File: src/rtl/prio_irq_pkg.sv
// Package: shared level type and derived constants for the interrupt controller.
// Assumes a fixed two-bit level encoding, which gives four levels.
package prio_irq_pkg;
    localparam int LVL_W   = 2;
    localparam int NUM_LVL = 1 << LVL_W;
    typedef logic [LVL_W-1:0] lvl_t;
endpackage

File: src/rtl/prio_irq_sel.sv
// Module: prio_irq_sel
// Purpose: combinational selection of the winning request. Inside each level
// the lowest qualified index wins. Across levels the highest level wins.
// Assumes: pending lines are already synchronous to clk.
module prio_irq_sel
    import prio_irq_pkg::*;
#(
    parameter int NUM_SRC = 12,
    parameter int IDX_W   = $clog2(NUM_SRC)
) (
    input  logic [NUM_SRC-1:0] pend,
    input  logic [NUM_SRC-1:0] en,
    input  logic [NUM_SRC-1:0] hi,
    input  logic [NUM_SRC-1:0] lo,
    output logic               any,
    output logic [IDX_W-1:0]   idx,
    output lvl_t               lvl
);
    logic [NUM_LVL-1:0]       lvl_any;
    logic [NUM_LVL*IDX_W-1:0] lvl_idx_flat;

    for (genvar L = 0; L < NUM_LVL; L++) begin : g_lvl
        logic [NUM_SRC-1:0] hit;
        logic [IDX_W-1:0]   first;

        // Mark enabled pending sources whose level equals L.
        always_comb begin
            for (int i = 0; i < NUM_SRC; i++) begin
                hit[i] = pend[i] & en[i] & (lvl_t'({hi[i], lo[i]}) == lvl_t'(L));
            end
        end

        // Find the lowest marked index in this level (fixed rank).
        always_comb begin
            first = '0;
            for (int i = NUM_SRC - 1; i >= 0; i--) begin
                if (hit[i]) first = IDX_W'(i);
            end
        end

        assign lvl_any[L] = |hit;
        assign lvl_idx_flat[L*IDX_W +: IDX_W] = first;
    end

    // Pick the highest level that has a candidate.
    always_comb begin
        any = 1'b0;
        idx = '0;
        lvl = '0;
        for (int L = 0; L < NUM_LVL; L++) begin
            if (lvl_any[L]) begin
                any = 1'b1;
                idx = lvl_idx_flat[L*IDX_W +: IDX_W];
                lvl = lvl_t'(L);
            end
        end
    end
endmodule

File: src/rtl/prio_irq_stack.sv
// Module: prio_irq_stack
// Purpose: in-service level mask. An accepted acknowledge pushes its level.
// A return pops the highest set level. Both may act on the same edge.
// Assumes: a pushed level is always above the current highest level.
module prio_irq_stack
    import prio_irq_pkg::*;
(
    input  logic               clk,
    input  logic               rst_n,
    input  logic               push,
    input  lvl_t               push_lvl,
    input  logic               pop,
    output logic [NUM_LVL-1:0] mask,
    output logic               busy,
    output lvl_t               top_lvl
);
    logic [NUM_LVL-1:0] clr_vec;
    logic [NUM_LVL-1:0] set_vec;

    // Derive the highest level currently in service.
    always_comb begin
        busy    = |mask;
        top_lvl = '0;
        for (int L = 0; L < NUM_LVL; L++) begin
            if (mask[L]) top_lvl = lvl_t'(L);
        end
    end

    // Build the one-hot pop and push vectors.
    always_comb begin
        clr_vec = (pop && busy) ? (NUM_LVL'(1) << top_lvl) : '0;
        set_vec = push ? (NUM_LVL'(1) << push_lvl) : '0;
    end

    // Update the mask: pop on the old value, then push.
    always_ff @(posedge clk) begin
        if (!rst_n) mask <= '0;
        else        mask <= (mask & ~clr_vec) | set_vec;
    end

    assert_ret_pops_one_R10: assert property (@(posedge clk) disable iff (!rst_n)
        (pop && !push && busy) |=> ($countones(mask) == $countones($past(mask)) - 1));

    assert_ret_idle_noop_R10: assert property (@(posedge clk) disable iff (!rst_n)
        (pop && !push && !busy) |=> (mask == '0));

    assert_push_pop_R11: assert property (@(posedge clk) disable iff (!rst_n)
        (pop && push && busy) |=> (mask[$past(push_lvl)] && !mask[$past(top_lvl)]));
endmodule

File: src/rtl/prio_irq_ctrl.sv
// Module: prio_irq_ctrl (top)
// Purpose: gate requests with the per-source and global enables, select a
// winner, allow it only above the level in service, and register it toward
// the core. Tracks the nested levels in service.
// Assumes: the core pulses irq_ack for one cycle while cpu_req is high, and
// pulses irq_ret once per finished routine.
module prio_irq_ctrl
    import prio_irq_pkg::*;
#(
    parameter int NUM_SRC = 12,
    localparam int IDX_W  = $clog2(NUM_SRC)
) (
    input  logic               clk,
    input  logic               rst_n,
    input  logic [NUM_SRC-1:0] irq_pend,
    input  logic [NUM_SRC-1:0] src_en,
    input  logic               glob_en,
    input  logic [NUM_SRC-1:0] prio_hi,
    input  logic [NUM_SRC-1:0] prio_lo,
    input  logic               irq_ack,
    input  logic               irq_ret,
    output logic               cpu_req,
    output logic [IDX_W-1:0]   cpu_src,
    output logic [LVL_W-1:0]   cpu_lvl,
    output logic [NUM_LVL-1:0] insvc_mask
);
    logic             sel_any;
    logic [IDX_W-1:0] sel_idx;
    lvl_t             sel_lvl;
    logic             busy;
    lvl_t             top_lvl;
    logic             eligible;
    logic             ack_take;
    logic             req_q;
    logic [IDX_W-1:0] src_q;
    lvl_t             lvl_q;

    prio_irq_sel #(.NUM_SRC(NUM_SRC), .IDX_W(IDX_W)) u_sel (
        .pend (irq_pend),
        .en   (src_en),
        .hi   (prio_hi),
        .lo   (prio_lo),
        .any  (sel_any),
        .idx  (sel_idx),
        .lvl  (sel_lvl)
    );

    prio_irq_stack u_stack (
        .clk      (clk),
        .rst_n    (rst_n),
        .push     (ack_take),
        .push_lvl (lvl_q),
        .pop      (irq_ret),
        .mask     (insvc_mask),
        .busy     (busy),
        .top_lvl  (top_lvl)
    );

    // Qualify the winner against the global enable and the level in service.
    always_comb begin
        eligible = glob_en && sel_any && (!busy || (sel_lvl > top_lvl));
        ack_take = req_q && irq_ack;
    end

    // Register the winner. An acknowledge withdraws the request for one cycle.
    always_ff @(posedge clk) begin
        if (!rst_n) begin
            req_q <= 1'b0;
            src_q <= '0;
            lvl_q <= '0;
        end else if (ack_take) begin
            req_q <= 1'b0;
        end else begin
            req_q <= eligible;
            src_q <= sel_idx;
            lvl_q <= sel_lvl;
        end
    end

    assign cpu_req = req_q;
    assign cpu_src = src_q;
    assign cpu_lvl = lvl_q;

    assert_gate_blocks_R3: assert property (@(posedge clk) disable iff (!rst_n)
        !glob_en |=> !cpu_req);

    assert_ack_drops_req_R7: assert property (@(posedge clk) disable iff (!rst_n)
        (cpu_req && irq_ack) |=> !cpu_req);

    assert_ack_marks_level_R7: assert property (@(posedge clk) disable iff (!rst_n)
        (cpu_req && irq_ack) |=> insvc_mask[$past(cpu_lvl)]);

    assert_strict_preempt_R8: assert property (@(posedge clk) disable iff (!rst_n)
        (cpu_req && busy) |-> (cpu_lvl > top_lvl));

    assert_top_locked_R9: assert property (@(posedge clk) disable iff (!rst_n)
        insvc_mask[NUM_LVL-1] |-> !cpu_req);

    assert_stray_ack_R12: assert property (@(posedge clk) disable iff (!rst_n)
        (!cpu_req && irq_ack && !irq_ret) |=> $stable(insvc_mask));
endmodule

File: config.mk
export PLATFORM = sky130hd
export DESIGN_NAME = prio_irq_ctrl
export DESIGN_NICKNAME = d
export VERILOG_FILES = /design/src/rtl/prio_irq_pkg.sv /design/src/rtl/prio_irq_sel.sv /design/src/rtl/prio_irq_stack.sv /design/src/rtl/prio_irq_ctrl.sv
export SDC_FILE = /design/constraint.sdc
export NUM_CORES = 1
export LEC_CHECK = 0
export CORE_AREA = 2 2 74 69
export CTS_CLUSTER_DIAMETER = 40
export CTS_CLUSTER_SIZE = 14
export DETAILED_ROUTE_END_ITERATION = 6
export DIE_AREA = 0 0 76 71
export PLACE_DENSITY = 0.7
export SYNTH_ARGS = -nofsm -noshare
export SYNTH_HDL_FRONTEND = slang
export SYNTH_SLANG_ARGS = --single-unit
File: constraint.sdc
create_clock -name clk -period 2.99 [get_ports clk]
set_input_delay 0.299 -clock clk [delete_from_list [all_inputs] [get_ports clk]]
set_output_delay 0.299 -clock clk [all_outputs]
set_load 0.005 [all_outputs]
## Word level (Yosys, flattened, before mapping)

Cells that the tools add are included.

- Flip-flop bits (word level): 11

- Magnitude comparators: 1
- Equal/unequal tests: 36
- Shifts and indexed selects: 2
- Multiplexer cells: 64
- Bitwise gates (word level): 64
- Reduce and logical (&&, ||, !) cells: 24

Operators with widths:

| kind | count |
|---|---|
| 4-bit two-way mux | 54 |
| 1-bit bitwise AND | 60 |
| 2-bit == test, second input constant | 24 |
| 12-bit OR reduction | 4 |
| 2-bit by 1-bit == test with 1-bit output, second input constant | 12 |
| 2-bit logical NOT | 12 |
| 2-bit two-way mux | 4 |
| 1-bit by 2-bit left shift with 4-bit output, first input constant | 2 |
| 1-bit two-way mux | 6 |
| 4-bit bitwise AND | 1 |
| 1-bit logical AND | 4 |
| 4-bit NOT | 1 |
| 4-bit bitwise OR | 1 |
| 4-bit OR reduction | 1 |
| 2-bit greater-than comparator | 1 |
| 2-bit OR reduction | 1 |
| 1-bit logical NOT | 1 |
| 1-bit logical OR | 1 |
| 1-bit NOT | 1 |

## Depth between registers and ports, before layout

- Word-level depth: 18
- Mapped depth: 11
- Mapped depth without buffers: 11

## Cells and area by module

A second synthesis with hierarchy kept.

- Cells, all modules: 208
- Area total of the unflattened synthesis: 1592.8 um^2

Modules (own cells, without submodules):

| module | times used | cells an instance | area an instance (um^2) | seq. area each (um^2) |
|---|---|---|---|---|
| prio_irq_sel | 1 | 151 | 1067.3 | 0.0 |
| prio_irq_ctrl | 1 | 36 | 331.6 | 140.1 |
| prio_irq_stack | 1 | 21 | 193.9 | 80.1 |

## Worst setup path after synthesis

No wires, ideal clock.

- Path kind: input-to-reg
- Start point: input port irq_pend[8]
- End point: register req_q, in the netlist cpu_req
- Arrival time: 2.018 ns
- Data required time: 2.872 ns
- Path slack: 0.854 ns
- Stages: 9
- Path buffers: 0
- Cell sequence: and4b_1 > or4_4 > nor2_1 > nand2_1 > ha_1 > a21oi_1 > a21oi_1 > o2111ai_1 > nor2_1

- Elaborated cells between the ends (all ways): 20
- Those cells by class: order compare: 1; mux: 7; bitwise: 5; reduce/logical: 7

RTL lines:

| what | line | RTL |
|---|---|---|
| start: declaration | prio_irq_ctrl.sv:15 | `input logic [NUM_SRC-1:0] irq_pend,` |
| 1-bit bitwise AND (*) | prio_irq_sel.sv:29 | `hit[i] = pend[i] & en[i] & (lvl_t'({hi[i], lo[i]}) == lvl_t'(L));` |
| 1-bit bitwise AND | prio_irq_sel.sv:29 |  |
| 12-bit OR reduction | prio_irq_sel.sv:41 | `assign lvl_any[L] = \|hit;` |
| 2-bit two-way mux | prio_irq_sel.sv:51 | `if (lvl_any[L]) begin` |
| 2-bit two-way mux (*) | prio_irq_sel.sv:51 |  |
| named net sel_lvl[1] | prio_irq_ctrl.sv:29 | `lvl_t sel_lvl;` |
| 2-bit greater-than comparator (*) | prio_irq_ctrl.sv:61 | `eligible = glob_en && sel_any && (!busy \|\| (sel_lvl > top_lvl));` |
| 1-bit logical OR (*) | prio_irq_ctrl.sv:61 |  |
| 1-bit logical AND (*) | prio_irq_ctrl.sv:61 |  |
| end signal: assignment | prio_irq_ctrl.sv:74 | `req_q <= eligible;` |
| end: declaration | prio_irq_ctrl.sv:34 | `logic req_q;` |

Mark *: on every way through the listed nets, which the timed path passes. The rest lies on a longest branch.
A chain may end at the register's enable or synchronous reset.

## Final worst setup path

- Start point: input port prio_lo[9]
- End point: register req_q, in the netlist cpu_req

- Elaborated cells between the ends (all ways): 23
- Those cells by class: order compare: 1; eq/ne: 3; mux: 7; bitwise: 4; reduce/logical: 8

RTL lines:

| what | line | RTL |
|---|---|---|
| start: declaration | prio_irq_ctrl.sv:19 | `input logic [NUM_SRC-1:0] prio_lo,` |
| 2-bit == test | prio_irq_sel.sv:29 |  |
| 1-bit bitwise AND | prio_irq_sel.sv:29 |  |
| 12-bit OR reduction | prio_irq_sel.sv:41 |  |
| 2-bit two-way mux | prio_irq_sel.sv:51 |  |
| 2-bit two-way mux (*) | prio_irq_sel.sv:51 |  |
| named net sel_lvl[1] | prio_irq_ctrl.sv:29 |  |
| 2-bit greater-than comparator (*) | prio_irq_ctrl.sv:61 |  |
| 1-bit logical OR (*) | prio_irq_ctrl.sv:61 |  |
| 1-bit logical AND (*) | prio_irq_ctrl.sv:61 |  |

Marked as above.

==> results.py <==
metrics = {
    "power": {
        "ir_drop_mv": 0.136,
        "pwr_density_cell_nw_per_um2": 265,
        "p_leak_nw": 0.893,
    },
    "floorplanning": {
        "start_util_pct": 33.3,
        "die_area_um2": 5400,
        "chipHeight_um": 71,
        "rows": 24,
        "die_w_um": 76,
        "top_level_ports": 64,
        "core_area_um2": 4650,
    },
    "worst_setup_path": {
        "reg2reg_slack_ps": 1610,
        "crit_path_start": "prio_lo[9]",
        "crit_type": "in2reg",
        "reg2reg_to": "cpu_req",
        "worstPathRequired_ps": 3110,
        "crit_path_end_kind": "flop",
        "worst_setup_path_start_kind": "input port",
        "reg2regPathDepth": 6,
        "arrival_ps": 2610,
        "cp_max_fo": 6,
        "timing.rr.start": "u_stack.mask[3]",
    },
    "drt": {
        "vias_per_cell": 5.90,
        "finalWirelength_mm": 5.11,
        "dr.pass1.iters": 4,
        "vias": 2007,
        "wl_per_cell_um": 15.0,
        "drt-initial-drc-count": 114,
        "final_antenna_net_count": 0,
        "drc": 0,
    },
    "sta": {
        "relSlewSlack_pct": 53.1,
        "fin_crit_sh_pct": 83.3,
        "hold_slack_ps": 518,
        "min_period_ps": 2490,
        "rsz0062_at_grt": "false",
        "hold_viol": 0,
        "max_freq_mhz": 402,
        "fin_tns_setup_ps": 0,
        "finClkSkew_ps": 2.21,
        "setup_viol": 0,
        "worst_pin_slew_ps": 695,
        "drv_slew": 0,
    },
    "cts": {
        "cts.clk_slew.worst_paths_ps": 50,
        "cts_hold_buf": 0,
        "numClockSinks": 11,
        "cts_max_level": 1,
        "postCtsSetupRepairBufs": 0,
        "root_buffer": "clkbuf_8",
        "worstSkewPairLatency_ps": 230,
        "cts_made_buffers": 3,
        "cts_tree": "built",
        "ctsLongestPathBuffers": 2,
        "postCtsResizedCells": 0,
    },
    "global_routing": {
        "antenna_found_initial": 0,
        "grt_overflow_total": 0,
        "grt_pass1_vias": 1908,
        "grt_pass1_wl_mm": 8.64,
        "track_usage_pct": 18.9,
        "grt_start_max_net_pins": 13,
    },
    "synth": {
        "yosysTopAreaCellShare_pct": 14.2,
        "yosys-top-cells-area": "dfxtp_1 (14%), nand4b_1 (11%), nand4_1 (6.5%)",
        "synthesis.area_um2": 1550,
        "synth_nets": 260,
        "synth.largest_area_cell": "dfxtp_1",
        "yosysWarnings": 0,
        "seq_area_frac_synth_pct": 14.2,
        "synth_cells": 205,
        "synth_seq_cells": 11,
        "postSynthAreaPerCell_um2": 7.57,
        "synthDistinctLibCells": 50,
    },
    "worst_hold_path": {
        "min_to": "cpu_src[0]",
        "holdPathStages": 1,
        "hold_class": "reg2reg",
        "min_from": "cpu_src[0]",
    },
    "run_status": {
        "status": "finished, final reports clean",
    },
    "layout": {
        "final.fill_count": 464,
        "layout.cells.non_filler": 340,
        "syn_to_final_growth_pct": 50.7,
        "diodes": 0,
        "drive_above_1_share_pct": 8.00,
        "design_area_um2": 2340,
        "fin_nets": 331,
    },
    "placement": {
        "gp_congestion": 0.886,
        "dp_hpwl_mm": 4.21,
        "dpl-instance-area_um2": 2290,
        "dp.cells": 336,
        "portBuffers": 63,
    },
    "flow_run": {
        "drv_cap": 0,
    },
}
## cells by family after synthesis
logic type	after synthesis	synth area share, %
flip-flops	11	14.2
buffers and inverters	10	2.42
adder cells (fa/ha/maj)	2	1.61
AND/OR/NAND/NOR	130	58.9
AO/OA/AOI/OAI	52	22.9
## critical path, stage by stage
cell	delay [ps]
clkdlybuf4s50_1	540
and4b_4	230
or4_4	530
nor2_1	160
nand2_1	100
ha_1	320
a21oi_1	130
a21oi_1	50
o2111ai_1	180
nor2_1	50
## worst max path at each step
stage,to
5_1_grt,cpu_req
4_1_cts,cpu_req
3_5_place_dp,cpu_req
6_report,cpu_req
3_3_place_gp,cpu_req
2_1_floorplan,cpu_req
## through the flow
stage | setup WS [ps] | power, mW | util [%]
floorplan | 854 | 0.318 | -
global placement | 319 | 0.471 | 49.3
detailed placement | 277 | 0.474 | 49.3
CTS | 520 | 0.620 | 50.2
global route | 306 | 0.660 | 50.2
finish | 501 | 0.619 | 50.2
## power breakdown
group	switching [mW]	total (mW)	internal, mW
logic	0.134	0.304	0.169
clock network	0.0514	0.145	0.0932
registers	0.0111	0.171	0.160
## cell usage in the layout (no fill, tap or decap), drive strengths merged, types with 6 or more instances in the layout
master / count
clkdlybuf4s50: 63
nand2: 21
nand4b: 19
nand4: 16
dfxtp: 11
nor2: 10
a21oi: 10
nor3: 10
o21ai: 10
nor4bb: 9
inv: 8
and4b: 8
nand3: 6
## synthesized netlist by cell type (all sizes together)
| cell type | instances |
|---|---|
| a32o | 1 |
| o41ai | 1 |
| nand4bb | 1 |
| o2111ai | 1 |
| and2 | 4 |
| nand3 | 6 |
| a21bo | 1 |
| o31ai | 3 |
| nor2 | 10 |
| nor4bb | 9 |
| nor4 | 5 |
| nand2 | 21 |
| a21boi | 3 |
| nand2b | 1 |
| a211oi | 2 |
| inv | 8 |
| or4 | 4 |
| o21ai | 10 |
| a31o | 2 |
| o211ai | 4 |
| a311oi | 1 |
| dfxtp | 11 |
| ha | 2 |
| o211a | 1 |
| nor2b | 5 |
| o311ai | 3 |
| or3 | 3 |
| nor3 | 10 |
| a21oi | 10 |
| nand4b | 19 |
| a21o | 1 |
| or2 | 1 |
| and4bb | 3 |
| clkbuf | 2 |
| a31oi | 5 |
| nand3b | 2 |
| and4b | 8 |
| nand4 | 16 |
| a22oi | 1 |
| a32oi | 1 |
| a311o | 1 |
| and4 | 2 |
## sequential cells by signal, indices dropped and copies added (netlist names)
signal,count
cpu_src,4
u_stack.mask,4
cpu_req,1
cpu_lvl,2
## area by class of cell
class	instances	area, um2	area share (%)
Multi-Input combinational cell	184	1290	55.3
Timing Repair Buffer	68	668	28.6
Sequential cell	11	220	9.42
Tap cell	65	81.3	3.48
Clock buffer	4	45.0	1.93
Inverter	8	30.0	1.28
## routing by layer
metal / vias up / track usage [%] / routed length (um)
met5: - / 0 / 0
met4: 0 / 2.63 / 19
met3: 2 / 4.59 / 379
met2: 66 / 32.7 / 2400
met1: 936 / 24.6 / 2320
li1: 1003 / - / -
Note: power is estimated with default switching activity, not from simulation.
